==> config.mk <==
export PLATFORM = sky130hd
export DESIGN_NAME = irq_level_ctrl
export DESIGN_NICKNAME = d
export VERILOG_FILES = /design/src/rtl/irq_level_ctrl.sv
export SDC_FILE = /design/constraint.sdc
export NUM_CORES = 1
export LEC_CHECK = 0
export BUFFER_PORTS_ARGS = -buffer_cell sky130_fd_sc_hd__buf_2
export CORE_MARGIN = 2
export CORE_UTILIZATION = 26
export CTS_CLUSTER_DIAMETER = 80
export DETAILED_ROUTE_END_ITERATION = 8
export PLACE_DENSITY_LB_ADDON = 0.12
export SYNTH_ARGS = -nofsm -noshare
export SYNTH_HDL_FRONTEND = slang
export SYNTH_SLANG_ARGS = --single-unit
==> constraint.sdc <==
create_clock -name clk -period 2.1 [get_ports clk]
set_input_delay 0.315 -clock clk [delete_from_list [all_inputs] [get_ports clk]]
set_output_delay 0.315 -clock clk [all_outputs]
set_load 0.01 [all_outputs]
==> src/rtl/irq_level_ctrl.sv <==
module irq_level_ctrl (
  input  logic        clk,
  input  logic        rst_n,
  input  logic [13:0] src_pulse,
  input  logic [1:0]  bus_addr,
  input  logic [15:0] bus_wdata,
  input  logic        bus_we,
  output logic [15:0] bus_rdata,
  output logic [2:0]  ipl_o
);
  localparam logic [1:0] A_EN_WR  = 2'd0;
  localparam logic [1:0] A_RQ_WR  = 2'd1;
  localparam logic [1:0] A_EN_RD  = 2'd2;
  localparam logic [1:0] A_RQ_RD  = 2'd3;
  localparam int unsigned GEN_BIT = 14;

  localparam logic [13:0] M_L1 = 14'h0007;
  localparam logic [13:0] M_L2 = 14'h0008;
  localparam logic [13:0] M_L3 = 14'h0070;
  localparam logic [13:0] M_L4 = 14'h0780;
  localparam logic [13:0] M_L5 = 14'h1800;
  localparam logic [13:0] M_L6 = 14'h2000;

  logic [14:0] en_q;
  logic [13:0] req_q;
  logic [2:0]  lvl_q, lvl_d;
  logic [13:0] live;

  wire set_op = bus_wdata[15];
  wire en_wr  = bus_we && (bus_addr == A_EN_WR);
  wire rq_wr  = bus_we && (bus_addr == A_RQ_WR);

  wire [14:0] en_set = (en_wr &&  set_op) ? bus_wdata[14:0] : 15'd0;
  wire [14:0] en_clr = (en_wr && !set_op) ? bus_wdata[14:0] : 15'd0;
  wire [13:0] rq_set = (rq_wr &&  set_op) ? bus_wdata[13:0] : 14'd0;
  wire [13:0] rq_clr = (rq_wr && !set_op) ? bus_wdata[13:0] : 14'd0;

  always_ff @(posedge clk) begin
    if (!rst_n) begin
      en_q  <= '0;
      req_q <= '0;
      lvl_q <= '0;
    end else begin
      en_q  <= (en_q & ~en_clr) | en_set;
      req_q <= (req_q & ~rq_clr) | rq_set | src_pulse;
      lvl_q <= lvl_d;
    end
  end

  assign live = req_q & en_q[13:0] & {14{en_q[GEN_BIT]}};

  always_comb begin
    if      (|(live & M_L6)) lvl_d = 3'd6;
    else if (|(live & M_L5)) lvl_d = 3'd5;
    else if (|(live & M_L4)) lvl_d = 3'd4;
    else if (|(live & M_L3)) lvl_d = 3'd3;
    else if (|(live & M_L2)) lvl_d = 3'd2;
    else if (|(live & M_L1)) lvl_d = 3'd1;
    else                     lvl_d = 3'd0;
  end

  assign ipl_o = lvl_q;

  always_comb begin
    case (bus_addr)
      A_EN_RD: bus_rdata = {1'b0, en_q};
      A_RQ_RD: bus_rdata = {2'b00, req_q};
      default: bus_rdata = 16'h0000;
    endcase
  end

  p_reset_r1: assert property (@(posedge clk) !rst_n |=> (ipl_o == 3'd0 && en_q == '0 && req_q == '0));
  p_gen_off_r3: assert property (@(posedge clk) disable iff (!rst_n) !en_q[GEN_BIT] |=> ipl_o == 3'd0);
  p_no_seven_r4: assert property (@(posedge clk) disable iff (!rst_n) ipl_o != 3'd7);
  p_sticky_r7: assert property (@(posedge clk) disable iff (!rst_n)
    (|src_pulse) |=> ((req_q & $past(src_pulse)) == $past(src_pulse)));
  p_clear_r2: assert property (@(posedge clk) disable iff (!rst_n)
    (rq_wr && !set_op) |=> ((req_q & $past(bus_wdata[13:0] & ~src_pulse)) == 14'd0));
  p_idle_r6: assert property (@(posedge clk) disable iff (!rst_n)
    (req_q == '0) |=> ipl_o == 3'd0);
  p_rd_b15_r9: assert property (@(posedge clk) disable iff (!rst_n) bus_rdata[15] == 1'b0);
endmodule

## Word level (Yosys, flattened, before mapping)

Cells that the tools add are included.

| cells by class | value |
|---|---|
| equal/unequal tests | 3 |
| muxes and demuxes | 11 |
| bitwise logic cells | 10 |
| reduce and logical (&&, ||, !) cells | 13 |

Operator list:

| kind | number |
|---|---|
| 14-bit bitwise AND | 3 |
| 15-bit 2-to-1 mux | 2 |
| 15-bit one-hot mux with 2 select lines | 1 |
| 14-bit 2-to-1 mux | 2 |
| 14-bit OR | 2 |
| 15-bit bitwise AND | 1 |
| 15-bit inverter | 1 |
| 15-bit OR | 1 |
| 14-bit inverter | 1 |
| 3-bit 2-to-1 mux | 3 |
| 1-bit logical AND | 6 |
| 3-bit OR reduction | 2 |
| 2-bit equality test, second input constant | 2 |
| 2-bit 2-to-1 mux | 2 |
| 2-bit OR reduction | 2 |
| 4-bit OR reduction | 1 |
| 2-bit by 1-bit equality test with 1-bit output, second input constant | 1 |
| 2-bit zero test | 1 |
| 1-bit zero test | 1 |
| 1-bit 2-to-1 mux | 1 |
| 1-bit inverter | 1 |

| storage, ports and cells | value |
|---|---|
| bits in registers | 32 |

## Logic depth before layout (Yosys ltp)

Gate-level depths: netlist (run 1).

| depth | value |
|---|---|
| word-level depth | 9 |
| depth in mapped cells | 7 |
| gate-level depth less buffers | 4 |

## Worst setup path after synthesis (run 1)

OpenSTA, ideal clock, no wires.

| timing path | value |
|---|---|
| kind | input to register |
| start point | input bus_addr[0] |
| end point | register req_q[10] |
| setup time | 0.128 ns |
| arrival time | 1.217 ns |
| data required time | 1.972 ns |
| path slack | 0.755 ns |
| cell stages on the path | 6 |
| cell sequence | buf_4 -> and3b_1 -> buf_4 -> buf_4 -> a311oi_1 -> nor2_1 |

| on the way | value |
|---|---|
| word-level cells in the longest chain between the ends | 8 |
| elaborated cells on any way between the ends | 10 |
| classes of those cells | eq/ne (1); mux (2); bitwise (4); reduce/logical (3) |

Ends and longest elaborated chain:

| item | RTL line | source |
|---|---|---|
| start, declared | 5 | `input logic [1:0] bus_addr,` |
| 2-bit by 1-bit equality test with 1-bit output (*) | 31 | `wire rq_wr = bus_we && (bus_addr == A_RQ_WR);` |
| 1-bit logical AND (*) | 31 |  |
| 1-bit logical AND | 36 | `wire [13:0] rq_clr = (rq_wr && !set_op) ? bus_wdata[13:0] : 14'd0;` |
| 14-bit 2-to-1 mux | 36 |  |
| 14-bit inverter | 45 | `req_q <= (req_q & ~rq_clr) \| rq_set \| src_pulse;` |
| 14-bit bitwise AND | 45 |  |
| 14-bit OR (*) (2 in series) | 45 |  |
| end signal, assigned | 45 |  |
| end, declared | 25 | `logic [13:0] req_q;` |

Mark *: on every way between the ends. The rest lies on a longest branch, timed or not.
A chain may end at the register's enable or synchronous reset.

## Final worst setup path (run 1)

| timing path | value |
|---|---|
| start point | input bus_addr[0] |
| end point | output bus_rdata[3] |

| on the way | value |
|---|---|
| word-level cells in the longest chain between the ends | 2 |
| elaborated cells on any way between the ends | 3 |
| classes of those cells | eq/ne (2); mux (1) |

Ends and longest elaborated chain:

| item | RTL line | source |
|---|---|---|
| 2-bit equality test | 65 | `case (bus_addr)` |
| 15-bit one-hot mux with 2 select lines (*) | 65 |  |
| end, declared | 8 | `output logic [15:0] bus_rdata,` |

Marked as above.

==> results.json, run 1 <==
{
  "status": "complete, no violations",
  "rr_startpoint": "req_q[4]$_SDFF_PN0_",
  "nFillCells": 688,
  "wl_per_cell_um": 14.0,
  "syn_inst": 203,
  "path_clk_slew_ns": 0.06,
  "dr.first_iter.drc_count": 76,
  "synth_top_family_by_area": "simple AND/OR/NAND/NOR gates",
  "worstSetupStartpointType": "input port",
  "clk_root_buffer_cell": "clkbuf_8",
  "hold_viol": 0,
  "switching_power_w": 0.000343,
  "grt_use_total_pct": 13.6,
  "ys_seq_elements": 32,
  "cts_made_buffers": 5,
  "relSlewSlack_pct": 60.3,
  "final_max_slew_viol_count": 0,
  "via_per_inst": 4.86,
  "setup_violations": 0,
  "synth_top_area_cell": "dfxtp_1",
  "routed_wl_um": 4600,
  "vias": 1594,
  "critical_path.max_fanout": 16,
  "r2r_cells": 4,
  "power.share.clock_pct": 34.2,
  "maxCapViolCount": 0,
  "grt_pass1_vias": 1578,
  "layout.nets": 288,
  "leakagePower_nw": 0.870,
  "period_share_pct": 69.2,
  "synth-simple-area-share_pct": 23.8,
  "setup.worst_path.class": "in -> out",
  "cts_hold_buf": 0,
  "swShare_pct": 26.6,
  "die_x_um": 83.5,
  "clock.fmax_mhz": 688,
  "gp_congestion": 0.746,
  "comb_power_share_pct": 15.1,
  "hp-class": "in -> reg",
  "cts_setup_buffers": 0,
  "clock_skew_ns": 0.00220,
  "layout_commonest_cell": "buf_2",
  "htreeDepth": 2,
  "p_per_area_nw_per_um2": 630,
  "instances_no_fill": 328,
  "initial_core_util_pct": 27.3,
  "pin_count": 54,
  "grt_start_max_net_pins": 32,
  "dp.cells": 321,
  "synth_xor_area_share_pct": 0,
  "antenna_found_initial": 0,
  "seqPwrFrac_pct": 50.8,
  "ant_nets": 0,
  "portBuffers": 52,
  "min-delay-start": "src_pulse[6]",
  "internal_power_w": 0.000947,
  "placementRows": 28,
  "dr.pass1.iters": 4,
  "clock_latency_ns": 0.28,
  "syn_avg_cell_area_sq_um": 8.10,
  "hold_end": "req_q[6]$_SDFF_PN0_",
  "synth_top_cell_area_share_pct": 39.0,
  "slowest_delay_ns": 0.29,
  "timing.rr.end": "ipl_o[0]$_SDFF_PP0_",
  "overflow": 0,
  "coreArea_sq_um": 6030,
  "area_growth_pct": 24.4,
  "dp_hpwl_um": 3150,
  "cp-end-kind": "output port",
  "cts_sinks": 32,
  "r2r_setup_slack_ns": 0.84,
  "ys_warn_count": 0,
  "synth_fp_nets": 238,
  "synthesis.area_sq_um": 1640,
  "final_cell_mix": "buf_2, nand2_1, dfxtp_1",
  "cts_buffer_depth": 2,
  "cts_tree": "yes",
  "dieArea_sq_um": 6980,
  "synthMuxAreaShare_pct": 8.52,
  "ys_types": 24,
  "grt_pass1_wl_um": 7710,
  "cp.required_ns": 1.78,
  "cts-resized-gates": 0,
  "cp_slowest_cell": "buf_4",
  "tightestPinTransition_ns": 0.596,
  "rsz0062_at_grt": "no",
  "fin_tns_setup_ns": 0,
  "layout-drive-gt1-share_pct": 26.1,
  "num_antenna_cells": 0,
  "ys_seq_area_share_pct": 39.0,
  "period_minus_slack_ns": 1.45,
  "critPathArrivalTime_ns": 1.14,
  "die_h_um": 83.5,
  "synthTopCellsByArea": "dfxtp_1, mux2i_1, nand2_1, a311oi_1, a21oi_1",
  "ir_drop_mv": 0.209,
  "cp_cell_sequence": "buf_2 -> buf_4 -> mux2i_1 -> nor2b_1 -> buf_2",
  "synth_compound_area_share_pct": 22.7,
  "whs_path_depth": 3,
  "remaining_drc_errors": 0,
  "path_common_cell": "buf_2",
  "synth_fa_ha_area_share_pct": 0
}
## worst max-delay path by stage
| stage | startpoint | endpoint | slack, ns | cells after the start |
|---|---|---|---|---|
| final | bus_addr[0] | bus_rdata[3] | 0.65 | 5 |
| after CTS | bus_addr[0] | bus_rdata[3] | 0.63 | 5 |
| after detailed placement | bus_addr[1] | req_q[5]$_SDFF_PN0_ | 0.52 | 6 |
| after floorplan | bus_addr[0] | req_q[10]$_SDFF_PN0_ | 0.76 | 6 |
| after global routing | bus_addr[0] | bus_rdata[3] | 0.58 | 5 |
| after global placement | bus_addr[1] | req_q[7]$_SDFF_PN0_ | 0.53 | 6 |
## kinds of logic after synthesis
family / after synthesis
and+or+nand+nor: 85
AOI/OAI and AO/OA: 53
DFF: 32
buffers and inverters: 18
muxes: 14
other: 1
## per-stage QoR
stage	hold slack [ns]	power [W]	cell area, sq um	setup slack [ns]	utilization, %
detailed placement	0.469	0.000864	1970	0.515	32.7
global route	0.237	0.00136	2050	0.578	33.9
CTS	0.237	0.00131	2050	0.632	33.9
finish	0.245	0.00129	2050	0.646	33.9
global placement	0.467	0.000864	1970	0.531	32.7
floorplan	0.431	0.000779	1640	0.755	-
## registers in the layout, indices dropped and copies added, names as in the netlist
signal	cells
req_q	14
en_q	15
ipl_o	3
## synthesized netlist by cell type
| library cell | number |
|---|---|
| a21boi_0 | 8 |
| a21boi_1 | 6 |
| a21oi_1 | 18 |
| a222oi_1 | 2 |
| a22o_1 | 1 |
| a22oi_1 | 2 |
| a311oi_1 | 14 |
| a31oi_1 | 1 |
| and3_1 | 1 |
| and3b_1 | 2 |
| buf_2 | 4 |
| buf_4 | 4 |
| buf_6 | 1 |
| clkbuf_1 | 7 |
| conb_1 | 1 |
| dfxtp_1 | 32 |
| inv_1 | 2 |
| mux2i_1 | 14 |
| nand2_1 | 36 |
| nand3_1 | 17 |
| nor2_1 | 14 |
| nor2b_1 | 14 |
| nor3b_1 | 1 |
| o21ai_0 | 1 |
## routing by layer
layer	vias to the layer above	track usage [%]	wire [um]
met4	0	3.52	20
met5	-	0	0
met2	47	19.2	1870
met3	2	4.65	271
met1	725	19.6	2430
li1	820	-	-
## power by group through the flow
stage,registers (W),logic [W],clock network [W]
after floorplan,0.000661,0.000118,0
after global placement,0.000669,0.000195,0
after detailed placement,0.000668,0.000196,0
after CTS,0.000654,0.000197,0.000461
after global routing,0.000658,0.000219,0.000487
final,0.000655,0.000194,0.000441
## worst max-delay path, delay by kind of cell
family,cells,cell delay (ns)
buffers and inverters,3,0.50
muxes,1,0.25
and+or+nand+nor,1,0.06
## layout make-up
class                           instances  area [sq um]  area share [%]
Timing Repair Buffer                   59           313            15.3
Clock buffer                            6          72.6            3.55
Multi-Input combinational cell        153           913            44.6
Clock inverter                          1          5.00           0.245
Tap cell                               75          93.8            4.59
Sequential cell                        32           641            31.3
Inverter                                2          7.51           0.367
Note: power is estimated with default switching activity, not from simulation.
==> inputs of run 2 (changes only) <==
==> constraint.sdc (replaced) <==
create_clock -name clk -period 1.5 [get_ports clk]
set_input_delay 0.225 -clock clk [delete_from_list [all_inputs] [get_ports clk]]
set_output_delay 0.225 -clock clk [all_outputs]
set_load 0.01 [all_outputs]
==> run 2 against run 1 <==
  * Final area is 2.3% higher
  * Clock power is 54% higher
  * Register-to-register slack worse by 0.67 ns
  * Via count is 0.38% higher
  * Sequential share of layout area is 0.71 points lower
  * Power is 45% higher
  * Sequential power is 40% higher
  * Die area stayed put
  * Final cell count is 1.2% higher
  * Setup slack worse by 0.48 ns
  * Critical endpoint is now ipl_o[0]$_SDFF_PP0_
==> results.json, run 2 (synthesis gave the netlist of run 1 again) <==
{
  "layout-drive-gt1-share_pct": 26.8,
  "dr.pass1.iters": 4,
  "clock_skew_ns": 0.000624,
  "period_minus_slack_ns": 1.33,
  "regMostFlops": "en_q",
  "nFillCells": 683,
  "vias": 1600,
  "die_x_um": 83.5,
  "overflow": 0,
  "coreArea_sq_um": 6030,
  "grt_pass1_vias": 1591,
  "final_max_slew_viol_count": 0,
  "path_clk_slew_ns": 0.06,
  "wl_per_cell_um": 13.5,
  "cts_sinks": 32,
  "placementRows": 28,
  "cts_tree": "yes",
  "final_cell_mix": "buf_2, nand2_1, dfxtp_1",
  "routed_wl_um": 4480,
  "setup_violations": 0,
  "die_h_um": 83.5,
  "htreeDepth": 2,
  "dp_hpwl_um": 3190,
  "largest_reg_flops": 15,
  "fin_tns_setup_ns": 0,
  "gp_congestion": 0.699,
  "via_per_inst": 4.82,
  "maxCapViolCount": 0,
  "period_share_pct": 88.7,
  "cp-end-kind": "register",
  "grt_use_total_pct": 13.6,
  "initial_core_util_pct": 27.3,
  "ir_drop_mv": 0.278,
  "cts_hold_buf": 0,
  "grt_start_max_net_pins": 32,
  "instances_no_fill": 332,
  "setup.worst_path.class": "reg -> reg",
  "leakagePower_nw": 0.893,
  "p_per_area_nw_per_um2": 896,
  "clock.fmax_mhz": 752,
  "critical_path.max_fanout": 3,
  "dp.cells": 324,
  "antenna_found_initial": 0,
  "pin_count": 54,
  "ant_nets": 0,
  "clock_latency_ns": 0.28,
  "clk_root_buffer_cell": "clkbuf_8",
  "cts-resized-gates": 0,
  "hp-class": "in -> reg",
  "dr.first_iter.drc_count": 52,
  "status": "complete, no violations",
  "area_growth_pct": 27.3,
  "remaining_drc_errors": 0,
  "cts_made_buffers": 5,
  "cp.required_ns": 1.67,
  "rsz0062_at_grt": "no",
  "dieArea_sq_um": 6980,
  "cts_buffer_depth": 2,
  "hold_viol": 0,
  "num_antenna_cells": 0,
  "portBuffers": 52,
  "layout.nets": 291,
  "worstSetupStartpointType": "register",
  "cts_setup_buffers": 0,
  "critPathArrivalTime_ns": 1.50,
  "layout_commonest_cell": "buf_2",
  "grt_pass1_wl_um": 7670
}
## run 2: changes by cell type in the layout (fill, tap and decap cells not counted), sizes merged
| cell | change |
|---|---|
| clkbuf | +2 |
| buf | +3 |
| clkinv | -1 |
## run 2: where the power goes
group	switching (W)	internal [W]	total, W	leakage (nW)
logic	0.000147	0.000131	0.000278	0.584
clock network	0.000307	0.000374	0.000681	0.0455
registers	0.0000285	0.000887	0.000916	0.263
total	0.000483	0.00139	0.00187	0.893
## run 2: final timing paths
path | cells past startpoint | startpoint | slack [ns] | endpoint
hold / removal | 3 | src_pulse[2] | 0.15 | req_q[2]$_SDFF_PN0_
setup reg to reg | 5 | req_q[4]$_SDFF_PN0_ | 0.17 | ipl_o[0]$_SDFF_PP0_
hold reg to reg | 2 | en_q[2]$_SDFF_PN0_ | 0.47 | en_q[2]$_SDFF_PN0_
setup / recovery | 5 | req_q[4]$_SDFF_PN0_ | 0.17 | ipl_o[0]$_SDFF_PP0_
## run 2: metrics by stage
step / utilization, % / area [sq um] / setup WS [ns] / hold slack (ns) / total power [W]
3_3_place_gp: 33.2 / 2000 / 0.174 / 0.438 / 0.00122
5_1_grt: 34.7 / 2090 / 0.0927 / 0.147 / 0.00198
2_1_floorplan: - / 1640 / 0.245 / 0.341 / 0.00109
4_1_cts: 34.7 / 2090 / 0.135 / 0.142 / 0.00191
3_5_place_dp: 33.2 / 2000 / 0.152 / 0.439 / 0.00122
6_report: 34.7 / 2090 / 0.170 / 0.147 / 0.00187
## run 2: cell type report
cell class | count | area (sq um) | share of cell area, %
Clock buffer | 8 | 90.1 | 4.30
Timing Repair Buffer | 62 | 348 | 16.6
Tap cell | 75 | 93.8 | 4.48
Inverter | 2 | 7.51 | 0.359
Multi-Input combinational cell | 153 | 913 | 43.6
Sequential cell | 32 | 641 | 30.6
## run 2: worst max-delay path, cell delays in order (launching register included)
cell	delay, ns
dfxtp_1	0.33
a222oi_1	0.43
buf_4	0.19
inv_1	0.03
o21ai_0	0.15
a21oi_1	0.09
## run 2: metal layers
metal | vias up | GRT usage (%) | share of wire (%)
met5 | - | 0 | 0
met4 | 0 | 5.28 | 1.6
met3 | 7 | 4.35 | 7.2
met2 | 47 | 19.9 | 41
met1 | 721 | 18.7 | 50
li1 | 825 | - | -
